**src/rtl/spc_map_pkg.sv**
```systemverilog
package spc_map_pkg;

   typedef enum logic {
      ACC_MEM  = 1'b0,
      ACC_PORT = 1'b1
   } acc_kind_e;

   typedef struct packed {
      logic uncache;
      logic mmreg;
   } map_flags_t;

   localparam map_flags_t FLAGS_NONE = '{uncache: 1'b0, mmreg: 1'b0};
   localparam map_flags_t FLAGS_IRQC = '{uncache: 1'b1, mmreg: 1'b1};

endpackage

```
**src/rtl/spc_port_router.sv**
```systemverilog
module spc_port_router #(
   parameter int unsigned          PA_W       = 40,
   parameter int unsigned          PORT_W     = 16,
   parameter int unsigned          CFG_W      = 32,
   parameter logic [PA_W-1:0]      CFG_PREFIX = 40'hC0_0000_0000,
   parameter logic [PA_W-1:0]      IO_PREFIX  = 40'h80_0000_0000
) (
   input  logic [PORT_W-1:0] port_num,
   input  logic [CFG_W-1:0]  cfg_addr,
   output logic [PA_W-1:0]   port_addr
);
   localparam int unsigned EN_BIT = CFG_W - 1;
   localparam int unsigned HI_BIT = CFG_W - 2;

   generate
      if (CFG_W < 4)          begin : g_bad_cfg  $error("CFG_W too small");  end
      if (PA_W < CFG_W)       begin : g_bad_pa   $error("PA_W below CFG_W"); end
      if (PA_W <= PORT_W)     begin : g_bad_port $error("PA_W below PORT_W"); end
      if (PORT_W < 2)         begin : g_bad_pw   $error("PORT_W too small"); end
   endgenerate

   logic [PA_W-1:0] cfg_part;
   logic [PA_W-1:0] lane_part;
   logic [PA_W-1:0] flat_part;

   always_comb begin
      cfg_part              = '0;
      cfg_part[HI_BIT:2]    = cfg_addr[HI_BIT:2];
      lane_part             = '0;
      lane_part[1:0]        = port_num[1:0];
      flat_part             = '0;
      flat_part[PORT_W-1:0] = port_num;
      if (cfg_addr[EN_BIT])
         port_addr = CFG_PREFIX | cfg_part | lane_part;
      else
         port_addr = IO_PREFIX | flat_part;
   end

endmodule

```
**src/rtl/spc_irqc_window.sv**
```systemverilog
module spc_irqc_window #(
   parameter int unsigned     PA_W       = 40,
   parameter int unsigned     PG_LG      = 12,
   parameter int unsigned     CORE_W     = 4,
   parameter int unsigned     HIT_STYLE  = 0,
   parameter logic [PA_W-1:0] IRQ_PREFIX = 40'hA0_0000_0000,
   localparam int unsigned    BASE_W     = PA_W - PG_LG
) (
   input  logic [PA_W-1:0]   phys_addr,
   input  logic [BASE_W-1:0] base_pg,
   input  logic [CORE_W-1:0] core_id,
   output logic              hit,
   output logic [PA_W-1:0]   remap
);
   generate
      if (PG_LG < 2)               begin : g_bad_pg   $error("PG_LG too small"); end
      if (PG_LG + CORE_W > PA_W)   begin : g_bad_core $error("core field overflows"); end
      if (HIT_STYLE > 1)           begin : g_bad_sty  $error("HIT_STYLE must be 0 or 1"); end
   endgenerate

   logic [PA_W-1:0]  base_full;
   logic [PG_LG-1:0] offset;
   logic [PA_W-1:0]  off_ext;
   logic [PA_W-1:0]  core_off;

   assign base_full = {base_pg, {PG_LG{1'b0}}};

   generate
      if (HIT_STYLE == 0) begin : g_pgmatch
         // page-number equality: one comparator of BASE_W bits
         assign hit    = (phys_addr[PA_W-1:PG_LG] == base_pg);
         assign offset = phys_addr[PG_LG-1:0];
      end else begin : g_range
         // explicit half-open range with a carry bit for the top page
         logic [PA_W:0]   top_excl;
         logic [PA_W-1:0] diff;
         assign top_excl = {1'b0, base_full} + ({{PA_W{1'b0}}, 1'b1} << PG_LG);
         assign hit      = (phys_addr >= base_full) && ({1'b0, phys_addr} < top_excl);
         assign diff     = phys_addr - base_full;
         assign offset   = diff[PG_LG-1:0];
      end
   endgenerate

   always_comb begin
      off_ext                    = '0;
      off_ext[PG_LG-1:0]         = offset;
      core_off                   = '0;
      core_off[PG_LG +: CORE_W]  = core_id;
      remap                      = IRQ_PREFIX + core_off + off_ext;
   end

endmodule

```
**src/rtl/spc_map_stage.sv**
```systemverilog
module spc_map_stage
   import spc_map_pkg::*;
#(
   parameter int unsigned PA_W = 40
) (
   input  logic            clk,
   input  logic            rst_n,
   input  logic            in_valid,
   input  acc_kind_e       kind,
   input  logic [PA_W-1:0] port_addr,
   input  logic            win_hit,
   input  logic [PA_W-1:0] win_remap,
   input  logic [PA_W-1:0] phys_addr,
   output logic            out_valid,
   output logic [PA_W-1:0] map_addr,
   output map_flags_t      flags
);
   logic [PA_W-1:0] nxt_addr;
   map_flags_t      nxt_flags;

   always_comb begin
      if (kind == ACC_PORT) begin
         nxt_addr  = port_addr;
         nxt_flags = FLAGS_NONE;
      end else if (win_hit) begin
         nxt_addr  = win_remap;
         nxt_flags = FLAGS_IRQC;
      end else begin
         nxt_addr  = phys_addr;
         nxt_flags = FLAGS_NONE;
      end
   end

   always_ff @(posedge clk or negedge rst_n) begin
      if (!rst_n) begin
         out_valid <= 1'b0;
         map_addr  <= '0;
         flags     <= FLAGS_NONE;
      end else begin
         out_valid <= in_valid;
         if (in_valid) begin
            map_addr <= nxt_addr;
            flags    <= nxt_flags;
         end
      end
   end

endmodule

```
**src/rtl/spc_addr_mapper.sv**
```systemverilog
module spc_addr_mapper
   import spc_map_pkg::*;
#(
   parameter int unsigned     PA_W       = 40,
   parameter int unsigned     PORT_W     = 16,
   parameter int unsigned     CFG_W      = 32,
   parameter int unsigned     CORE_W     = 4,
   parameter int unsigned     PG_LG      = 12,
   parameter int unsigned     HIT_STYLE  = 0,
   parameter logic [PA_W-1:0] CFG_PREFIX = 40'hC0_0000_0000,
   parameter logic [PA_W-1:0] IO_PREFIX  = 40'h80_0000_0000,
   parameter logic [PA_W-1:0] IRQ_PREFIX = 40'hA0_0000_0000,
   localparam int unsigned    BASE_W     = PA_W - PG_LG
) (
   input  logic              clk,
   input  logic              rst_n,
   input  logic              in_valid,
   input  logic              is_port,
   input  logic [PORT_W-1:0] port_num,
   input  logic [CFG_W-1:0]  cfg_addr,
   input  logic [BASE_W-1:0] base_pg,
   input  logic [PA_W-1:0]   phys_addr,
   input  logic [CORE_W-1:0] core_id,
   output logic              out_valid,
   output logic [PA_W-1:0]   map_addr,
   output logic              uncache,
   output logic              mmreg
);
   logic [PA_W-1:0] port_addr;
   logic            win_hit;
   logic [PA_W-1:0] win_remap;
   map_flags_t      flags;
   acc_kind_e       kind;

   assign kind = is_port ? ACC_PORT : ACC_MEM;

   spc_port_router #(
      .PA_W(PA_W), .PORT_W(PORT_W), .CFG_W(CFG_W),
      .CFG_PREFIX(CFG_PREFIX), .IO_PREFIX(IO_PREFIX)
   ) u_port (
      .port_num (port_num),
      .cfg_addr (cfg_addr),
      .port_addr(port_addr)
   );

   spc_irqc_window #(
      .PA_W(PA_W), .PG_LG(PG_LG), .CORE_W(CORE_W),
      .HIT_STYLE(HIT_STYLE), .IRQ_PREFIX(IRQ_PREFIX)
   ) u_win (
      .phys_addr(phys_addr),
      .base_pg  (base_pg),
      .core_id  (core_id),
      .hit      (win_hit),
      .remap    (win_remap)
   );

   spc_map_stage #(.PA_W(PA_W)) u_stage (
      .clk      (clk),
      .rst_n    (rst_n),
      .in_valid (in_valid),
      .kind     (kind),
      .port_addr(port_addr),
      .win_hit  (win_hit),
      .win_remap(win_remap),
      .phys_addr(phys_addr),
      .out_valid(out_valid),
      .map_addr (map_addr),
      .flags    (flags)
   );

   assign uncache = flags.uncache;
   assign mmreg   = flags.mmreg;

endmodule

```
**config.mk**
```make
export PLATFORM = sky130hd
export DESIGN_NAME = spc_addr_mapper
export DESIGN_NICKNAME = d
export VERILOG_FILES = /design/src/rtl/spc_map_pkg.sv /design/src/rtl/spc_port_router.sv /design/src/rtl/spc_irqc_window.sv /design/src/rtl/spc_map_stage.sv /design/src/rtl/spc_addr_mapper.sv
export SDC_FILE = /design/constraint.sdc
export NUM_CORES = 1
export LEC_CHECK = 0
export ABC_AREA = 1
export ABC_CLOCK_PERIOD_IN_PS = 1500
export BUFFER_PORTS_ARGS = -buffer_cell sky130_fd_sc_hd__buf_2
export CAP_MARGIN = 25
export CORE_ASPECT_RATIO = 0.9
export CORE_MARGIN = 8
export CORE_UTILIZATION = 30
export DETAILED_ROUTE_END_ITERATION = 8
export PLACE_DENSITY_LB_ADDON = 0.12
export SETUP_SLACK_MARGIN = 0.1
export SLEW_MARGIN = 20
export SYNTH_ARGS = -nofsm -noshare
export SYNTH_HDL_FRONTEND = slang
export SYNTH_HIERARCHICAL = 1
export SYNTH_SLANG_ARGS = --single-unit
export TNS_END_PERCENT = 100
```
**constraint.sdc**
```tcl
create_clock -name clk -period 1.5 [get_ports clk]
set_clock_uncertainty 0.15 [all_clocks]
set_input_delay 0.3 -clock clk [delete_from_list [all_inputs] [get_ports clk]]
set_output_delay 0.3 -clock clk [all_outputs]
set_load 0.01 [all_outputs]
```
==> results.toml, run 1 <==
[status]
status = "finished, violations left"
violations = "setup timing"

[synthesis]
async_flop_share_pct = 100
synthCells = 737
netlist_area_um2 = 4090
synth.ff_latch_count = 42
avgSynthCellArea_um2 = 5.54
yosys.cell_types.count = 14
synth-warning-count = 6
ys_seq_area_share_pct = 25.7
ys.flop_type = "dfrtp_1"
synth-edff-count = 0

[power_and_ir_drop]
power_density_nw_per_um2 = 637
swShare_pct = 31.4
p_leak_nw = 3.73
p_int_mw = 2.59
power.switching_mw = 1.18
ir_worst_vdd_mv = 0.429
total_power_mw = 3.77
p_seq_share_pct = 34.9
clkPwrFrac_pct = 33.4
p_comb_share_pct = 31.6

[routing]
routed_via_density = 3.99
drtIter0Drc = 117
wl_mm = 13.5
dr.pass1.iters = 4
wl_per_cell_um = 12.6
drc = 0
drt.antenna.violating_nets = 0
num_vias = 4286

[floorplan]
die_area_um2 = 17600
start_util_pct = 30.7
io_pins = 167
coreArea_um2 = 13300
die_y_um = 127
dieWidth_um = 139
rows = 40

[hold_path]
worst_hold_path_type = "in -> reg"

[setup_path]
regToRegSetupSlack_ps = 630
rr_worst_depth = 4
cp.required_ps = 1580
crit_fanout = 6
arrival_ps = 1680
r2r_end = "u_stage/map_addr[30]$_DFFE_PN0P_"
worstSetupEndpoint = "u_stage/map_addr[29]$_DFFE_PN0P_"
startpoint = "phys_addr[25]"
cp-start-kind = "primary input"
path_class = "in -> reg"
rr_startpoint = "u_stage/map_addr[30]$_DFFE_PN0P_"
cp-end-kind = "flip-flop"

[place]
place.gp.congestion = 0.768
hpwl_mm = 9.86
dp_cells = 1055
port_buffers = 164

[sta]
fin_crit_ps = 1600
setup_ws_ps = -102
setup_viol = 25
fin_crit_sh_pct = 107
max_freq_mhz = 624
grt_setup_unrepaired = "true"
hold_violations = 0
finalSetupTns_ps = -1370
drv_slew = 0

[cells_and_area]
area_growth_pct = 44.7
nets = 1029
drive_above_1_share_pct = 34.5
fin_cells = 1074
nFillCells = 1510
antenna-diode-count = 0

[clock_tree]
cts_tree = "done"
worstSkewPairLatency_ps = 290
clk_pin_slew_ps = 70
clock-sinks = 42
clockBufferDepth = 2
cts_buffers = 5
cts-htree-levels = 2
root_buffer = "clkbuf_16"

[global_route]
grt_use_total_pct = 15.4
overflow = 0
antenna_found_initial = 0
grt_pass1_vias = 4270
grt_max_degree = 43
grt_pass1_wl_mm = 22.0

[job]
maxCapViolations = 0
[layout by cell type (no fill, tap or decap)]
cell and instances:
buf_6 15, bufinv_16 1, buf_8 6, nand3_2 18, clkinv_8 1, clkinv_2 2, dfrtp_1 42, nor2_8 1
nand3_1 60, conb_1 32, xnor2_2 5, clkbuf_16 5, nand2_4 11, inv_1 154, inv_4 3, nand2_2 28
nor2_1 7, buf_12 10, inv_2 9, inv_12 1, buf_16 2, dlygate4sd3_1 1, buf_4 38, inv_6 1
inv_8 4, nand2_1 294, xnor2_1 3, inv_16 1, nor2_2 8, nor2_4 3, buf_2 140
[critical path: stages]
cell,delay [ps]
buf_2,110
xnor2_1,210
nand2_1,70
nor2_1,110
nand3_2,100
nor2_4,130
buf_12,170
buf_16,180
clkinv_8,90
nand2_2,60
nand3_2,60
nand2_1,70
[worst min path at each step]
stage | start | endpoint | slack (ps) | depth (start not counted)
2_1_floorplan | rst_n | u_stage/flags[1]$_DFFE_PN0P_ | -150 | 0
3_3_place_gp | rst_n | u_stage/map_addr[1]$_DFFE_PN0P_ | 160 | 2
3_5_place_dp | rst_n | u_stage/map_addr[1]$_DFFE_PN0P_ | 160 | 2
4_1_cts | core_id[0] | u_stage/map_addr[12]$_DFFE_PN0P_ | 160 | 5
5_1_grt | core_id[2] | u_stage/map_addr[14]$_DFFE_PN0P_ | 190 | 5
6_report | core_id[2] | u_stage/map_addr[14]$_DFFE_PN0P_ | 170 | 5
[synth_stat cells (4+ instances only)]
| cell type | number | area (µm²) |
|---|---|---|
| nand3_1 | 78 | 390 |
| dfrtp_1 | 42 | 1050 |
| nand2_1 | 333 | 1250 |
| inv_1 | 168 | 631 |
| buf_2 | 19 | 95.1 |
| xnor2_1 | 8 | 70.1 |
| conb_1 | 4 | 15.0 |
| buf_4 | 63 | 473 |
| nor2_1 | 17 | 63.8 |
[cell families (layout without fill, tap and decap cells)]
kind of cell,count (synthesis),count (layout),synth area share (%)
xor gates and xnor gates,8,8,1.71
DFF,42,42,25.7
buffers and inverters,253,394,29.9
and+or+nand+nor,430,430,42.3
other,4,32,0.367
[repair_timing]
item                       4_1_cts  5_1_grt
gates resized for setup         54       96
gates cloned                     4        1
hold endpoints to repair        42        0
pin swaps                        7       34
setup endpoints to repair       41       41
hold buffers                     1        0
setup buffers                    4        1
[routing by layer]
metal | vias up | part of all wire (%) | GRT usage (%)
met5 | - | 0 | 0
met4 | 0 | 0.52 | 2.32
met3 | 6 | 7.2 | 5.02
met2 | 122 | 45 | 25.6
met1 | 1809 | 47 | 19.3
li1 | 2349 | - | -
[layout make-up]
cell class	instances	area [µm²]	area share, %
multi-input cells	470	2240	37.9
repair buffers	212	1510	25.5
flip-flops and latches	42	1050	17.8
inverters	170	676	11.4
well taps	168	210	3.55
clock buffers	5	125	2.12
repair inverters	4	61.3	1.04
clock inverters	3	40.0	0.677
[state kept, by name (all words and copies together), names as in the netlist]
register	count
u_stage/map_addr	40
u_stage/flags	1
u_stage/out_valid	1
[per-stage QoR]
stage	hold slack [ps]	utilization [%]	cell area (µm²)	setup slack [ps]
finish	170	44.4	5910	-102
detailed placement	163	38.1	5080	-461
CTS	160	41.6	5540	-68.7
floorplan	-146	-	4260	20.9
global placement	157	38.1	5080	-479
global route	191	44.4	5910	-189
[power by group through the flow]
stage	sequential, mW	clock, mW	combinational (mW)
floorplan	1.39	0	0.586
global placement	1.34	0	1.09
detailed placement	1.34	0	1.09
CTS	1.32	1.30	1.13
global route	1.33	1.34	1.35
finish	1.32	1.26	1.19
No activity file was read; power rests on OpenSTA's default activity.
==> run 2, diff against run 1 <==
Settings changed: SETUP_SLACK_MARGIN 0.1 to unset.
==> results.toml, run 2 (same netlist as run 1, synthesis figures left out) <==
[power_and_ir_drop]
ir_worst_vdd_mv = 0.313
power_density_nw_per_um2 = 649
total_power_mw = 3.55
p_leak_nw = 3.60

[global_route]
grt_max_degree = 43
overflow = 0
grt_pass1_wl_mm = 21.5
grt_use_total_pct = 14.9
antenna_found_initial = 0
grt_pass1_vias = 4195

[routing]
wl_mm = 13.0
drt.antenna.violating_nets = 0
wl_per_cell_um = 12.1
drc = 0
num_vias = 4179
routed_via_density = 3.89
drtIter0Drc = 134
dr.pass1.iters = 4

[cells_and_area]
nets = 1029
stdcell_area_um2 = 5470
top_regs = "u_stage/map_addr: 40 flops, u_stage/flags: 1 flops, u_stage/out_valid: 1 flops"
layout_common_cells = "321 x nand2_1, 163 x inv_1, 152 x buf_2"
area_growth_pct = 33.9
regMostFlops = "u_stage/map_addr"
drive_above_1_share_pct = 28.3
largest_reg_flops = 40
final_common_cell = "nand2_1"

[sta]
setup_viol = 38
max_freq_mhz = 638
hold_violations = 0
drv_slew = 0
fin_crit_ps = 1570
grt_setup_unrepaired = "true"
fin_crit_sh_pct = 105
setup_ws_ps = -67.9

[floorplan]
start_util_pct = 30.7
io_pins = 167
die_y_um = 127
die_area_um2 = 17600
coreArea_um2 = 13300
dieWidth_um = 139
rows = 40

[clock_tree]
clock-sinks = 42
cts_tree = "done"
clockBufferDepth = 2
worstSkewPairLatency_ps = 280
cts-htree-levels = 2
clk_pin_slew_ps = 60
cts_buffers = 5
root_buffer = "clkbuf_16"

[setup_path]
path_delay_family = "simple AND/OR/NAND/NOR gates"
cp-start-kind = "primary input"
crit_chain = "buf_2 > inv_1 > nand2_1 > nand2_1 > nor2_2 > nand2_1 > nor2_2 > nand2_2 > nor2_4 > inv_4 > buf_12 > nand2_2 > nand2_1 > nand2_1 > nand2_1"
rr_worst_depth = 4
arrival_ps = 1600
cp.required_ps = 1530
rr_startpoint = "u_stage/map_addr[19]$_DFFE_PN0P_"
cpPeakStageDelay_ps = 190
startpoint = "base_pg[8]"
cp-end-kind = "flip-flop"
worst_path_most_repeated_cell = "nand2_1"
path_depth = 15
path_class = "in -> reg"
crit_fanout = 6
cpMaxStageDelayCell = "nor2_4"
path_buf_inv = 4

[place]
place.gp.congestion = 0.726
dpl_cell_area_um2 = 5120
port_buffers = 164
hpwl_mm = 10.2

[hold_path]
worstHoldStart = "core_id[0]"
worst_hold_path_type = "in -> reg"
worstHoldPathCells = 5

[job]
maxCapViolations = 0

[status]
violations = "setup timing"
status = "finished, violations left"
[run 2: cell types whose count changed in the layout (fill, tap and decap cells not counted), sizes merged]
cell and delta:
inv -3, bufinv -1, clkbuf +2, buf +4, diode +1, clkinv -2
[run 2: worst register-to-register path: cells and delay by family (launching register included)]
kind                   cells  cell delay, ps
flip-flops                 1             390
AND/OR/NAND/NOR            3             170
buffers and inverters      1              60
[run 2: area by class of cell]
type | count | area [µm²]
fillers | 1565 | 7840
clock buffers | 7 | 143
inverters | 170 | 643
well taps | 168 | 210
diodes | 1 | 2.50
multi-input cells | 470 | 2000
clock inverters | 1 | 5.00
flip-flops and latches | 42 | 1050
repair buffers | 216 | 1420
[run 2: through the flow]
step / hold WS, ps / instances / setup TNS (ps) / worst slack (ps) / utilization [%]
finish: 171 / 1075 / -1030 / -67.9 / 41.1
global route: 206 / 1074 / -5990 / -199 / 41.1
CTS: 171 / 1074 / -1480 / -84.0 / 41.0
detailed placement: 162 / 1063 / -19710 / -506 / 38.4
global placement: 166 / 1063 / -19100 / -492 / 38.4
floorplan: -146 / 765 / -125 / -3.55 / -
[run 2: path summary, 6_finish.rpt]
path	to	slack, ps
hold / removal	u_stage/map_addr[12]$_DFFE_PN0P_	170
max in group asynchronous	u_stage/map_addr[34]$_DFFE_PN0P_	580
setup / recovery	u_stage/map_addr[37]$_DFFE_PN0P_	-70
min in group asynchronous	u_stage/map_addr[1]$_DFFE_PN0P_	400
hold reg to reg	u_stage/flags[1]$_DFFE_PN0P_	340
setup reg to reg	u_stage/map_addr[19]$_DFFE_PN0P_	640
[run 2: what timing repair did]
item / 4_1_cts / 5_1_grt
gates resized for setup: 48 / 4
pin swaps: 37 / 4
endpoints found under the setup margin: 41 / 41
endpoints found under the hold margin: 42 / 0
hold buffers: 1 / 0
buffers inserted: 3 / 0
[run 2: routing by layer]
metal	share of wire, %	vias to the layer above	GRT usage (%)
met5	0	-	0
met4	0.66	0	2.71
met3	5.3	5	3.64
met2	44	106	24.4
met1	50	1717	19.6
li1	-	2351	-
[run 2: where the power goes]
part,switching (mW),total [mW],internal (mW)
combinational,0.609,1.12,0.513
sequential,0.0609,1.31,1.25
clock,0.451,1.11,0.661
total,1.12,3.55,2.43
==> run 3, diff against run 2 <==
Settings changed: PLACE_DENSITY_LB_ADDON 0.12 to unset.
==> results.toml, run 3 (same netlist as run 1, synthesis figures left out) <==
[global_route]
grt_pass1_vias = 4452
grt_use_total_pct = 15.2
overflow = 0
grt_max_degree = 43
grt_pass1_wl_mm = 21.9
antenna_found_initial = 1

[clock_tree]
root_buffer = "clkbuf_16"
clockBufferDepth = 2
clk_pin_slew_ps = 60
cts_buffers = 5
cts-htree-levels = 2
worstSkewPairLatency_ps = 280
clock-sinks = 42
cts_tree = "done"

[routing]
wl_per_cell_um = 12.1
wl_mm = 12.9
drtIter0Drc = 92
num_vias = 4260
drc = 0
drt.antenna.violating_nets = 0
dr.pass1.iters = 4
routed_via_density = 3.99

[power_and_ir_drop]
total_power_mw = 3.52
p_leak_nw = 3.59
ir_worst_vdd_mv = 0.447
power_density_nw_per_um2 = 645

[setup_path]
cpPeakStageDelay_ps = 160
crit_fanout = 8
arrival_ps = 1570
worst_path_most_repeated_cell = "nand2_1"
cp.required_ps = 1520
cp-start-kind = "primary input"
cp-end-kind = "flip-flop"
cpMaxStageDelayCell = "nor2_4"
path_class = "in -> reg"
crit_chain = "buf_2 > inv_1 > nand2_1 > nand2_1 > nand2_1 > nor2_1 > nand3_1 > nor2_4 > buf_6 > inv_8 > buf_12 > nand2_1 > nand2_1 > nand2_1 > nand2_1"

[place]
dpl_worst_slack_ps = -540
port_buffers = 164
dp_cells = 1056
hpwl_mm = 9.76
place.gp.congestion = 0.775

[sta]
setup_ws_ps = -50.0
max_freq_mhz = 645
fin_crit_sh_pct = 103
hold_violations = 0
fin_crit_ps = 1550
setup_viol = 39
tightestPinTransition_ps = 587
finalSetupTns_ps = -1080
drv_slew = 0
slew-limit-headroom_pct = 60.9
grt_setup_unrepaired = "true"
hold_slack_ps = 172

[job]
maxCapViolations = 0

[cells_and_area]
fin_cells = 1068
regMostFlops = "u_stage/map_addr"
drive_above_1_share_pct = 28.2
top_regs = "u_stage/map_addr: 40 flops, u_stage/flags: 1 flops, u_stage/out_valid: 1 flops"
nets = 1023
final_common_cell = "nand2_1"
area_growth_pct = 33.7
antenna-diode-count = 0
largest_reg_flops = 40
nFillCells = 1484
layout_common_cells = "312 x nand2_1, 167 x inv_1, 150 x buf_2"

[status]
violations = "setup timing"
status = "finished, violations left"

[floorplan]
io_pins = 167
dieWidth_um = 139
die_area_um2 = 17600
coreArea_um2 = 13300
rows = 40
die_y_um = 127
start_util_pct = 30.7

[hold_path]
worst_hold_path_type = "in -> reg"
[run 3: power breakdown]
| part | switching [mW] | internal, mW | leakage [nW] |
|---|---|---|---|
| Clock | 0.448 | 0.661 | 0.0739 |
| Combinational | 0.607 | 0.489 | 3.00 |
| Sequential | 0.0653 | 1.25 | 0.524 |
[run 3: per-stage QoR]
stage	utilization [%]	area [µm²]
after CTS	40.6	5400
after detailed placement	37.8	5030
after global routing	41.0	5460
after floorplan	-	4200
after global placement	37.8	5030
final	41.0	5460
[run 3: per-layer routing]
metal  share of wire, %  wire length [µm]  GRT usage, %
met1                 47              6100          18.9
met2                 46              5920          26.5
met3                6.4               821          3.60
met4               0.56                73          2.58
met5               0.10                13             0
[run 3: area by class of cell]
type | instances | area, µm² | share of cell area [%]
clock buffers | 7 | 143 | 2.61
clock inverters | 1 | 5.00 | 0.0916
inverters | 170 | 648 | 11.9
multi-input cells | 470 | 2060 | 37.6
flip-flops and latches | 42 | 1050 | 19.2
well taps | 168 | 210 | 3.85
repair buffers | 210 | 1350 | 24.7
[run 3: critical path, delay by kind of cell]
kind,cells,cell delay (ps)
buffers and inverters,5,450
and+or+nand+nor,10,810
[run 3: worst paths after layout]
check	startpoint	endpoint	slack, ps	depth (start not counted)
min reg2reg	u_stage/flags[1]$_DFFE_PN0P_	u_stage/flags[1]$_DFFE_PN0P_	350	2
min	core_id[2]	u_stage/map_addr[14]$_DFFE_PN0P_	170	5
min in group asynchronous	rst_n	u_stage/map_addr[1]$_DFFE_PN0P_	380	3
max in group asynchronous	rst_n	u_stage/map_addr[34]$_DFFE_PN0P_	600	3
max reg2reg	u_stage/map_addr[27]$_DFFE_PN0P_	u_stage/map_addr[27]$_DFFE_PN0P_	620	4
max	phys_addr[37]	u_stage/map_addr[36]$_DFFE_PN0P_	-50	15
[run 3: what timing repair did]
action,in CTS,in global routing
buffers inserted,3,0
hold buffers,1,0
pin swaps,9,25
setup endpoints to repair,41,41
hold endpoints to repair,42,0
gates cloned,2,0
gates resized for setup,43,19
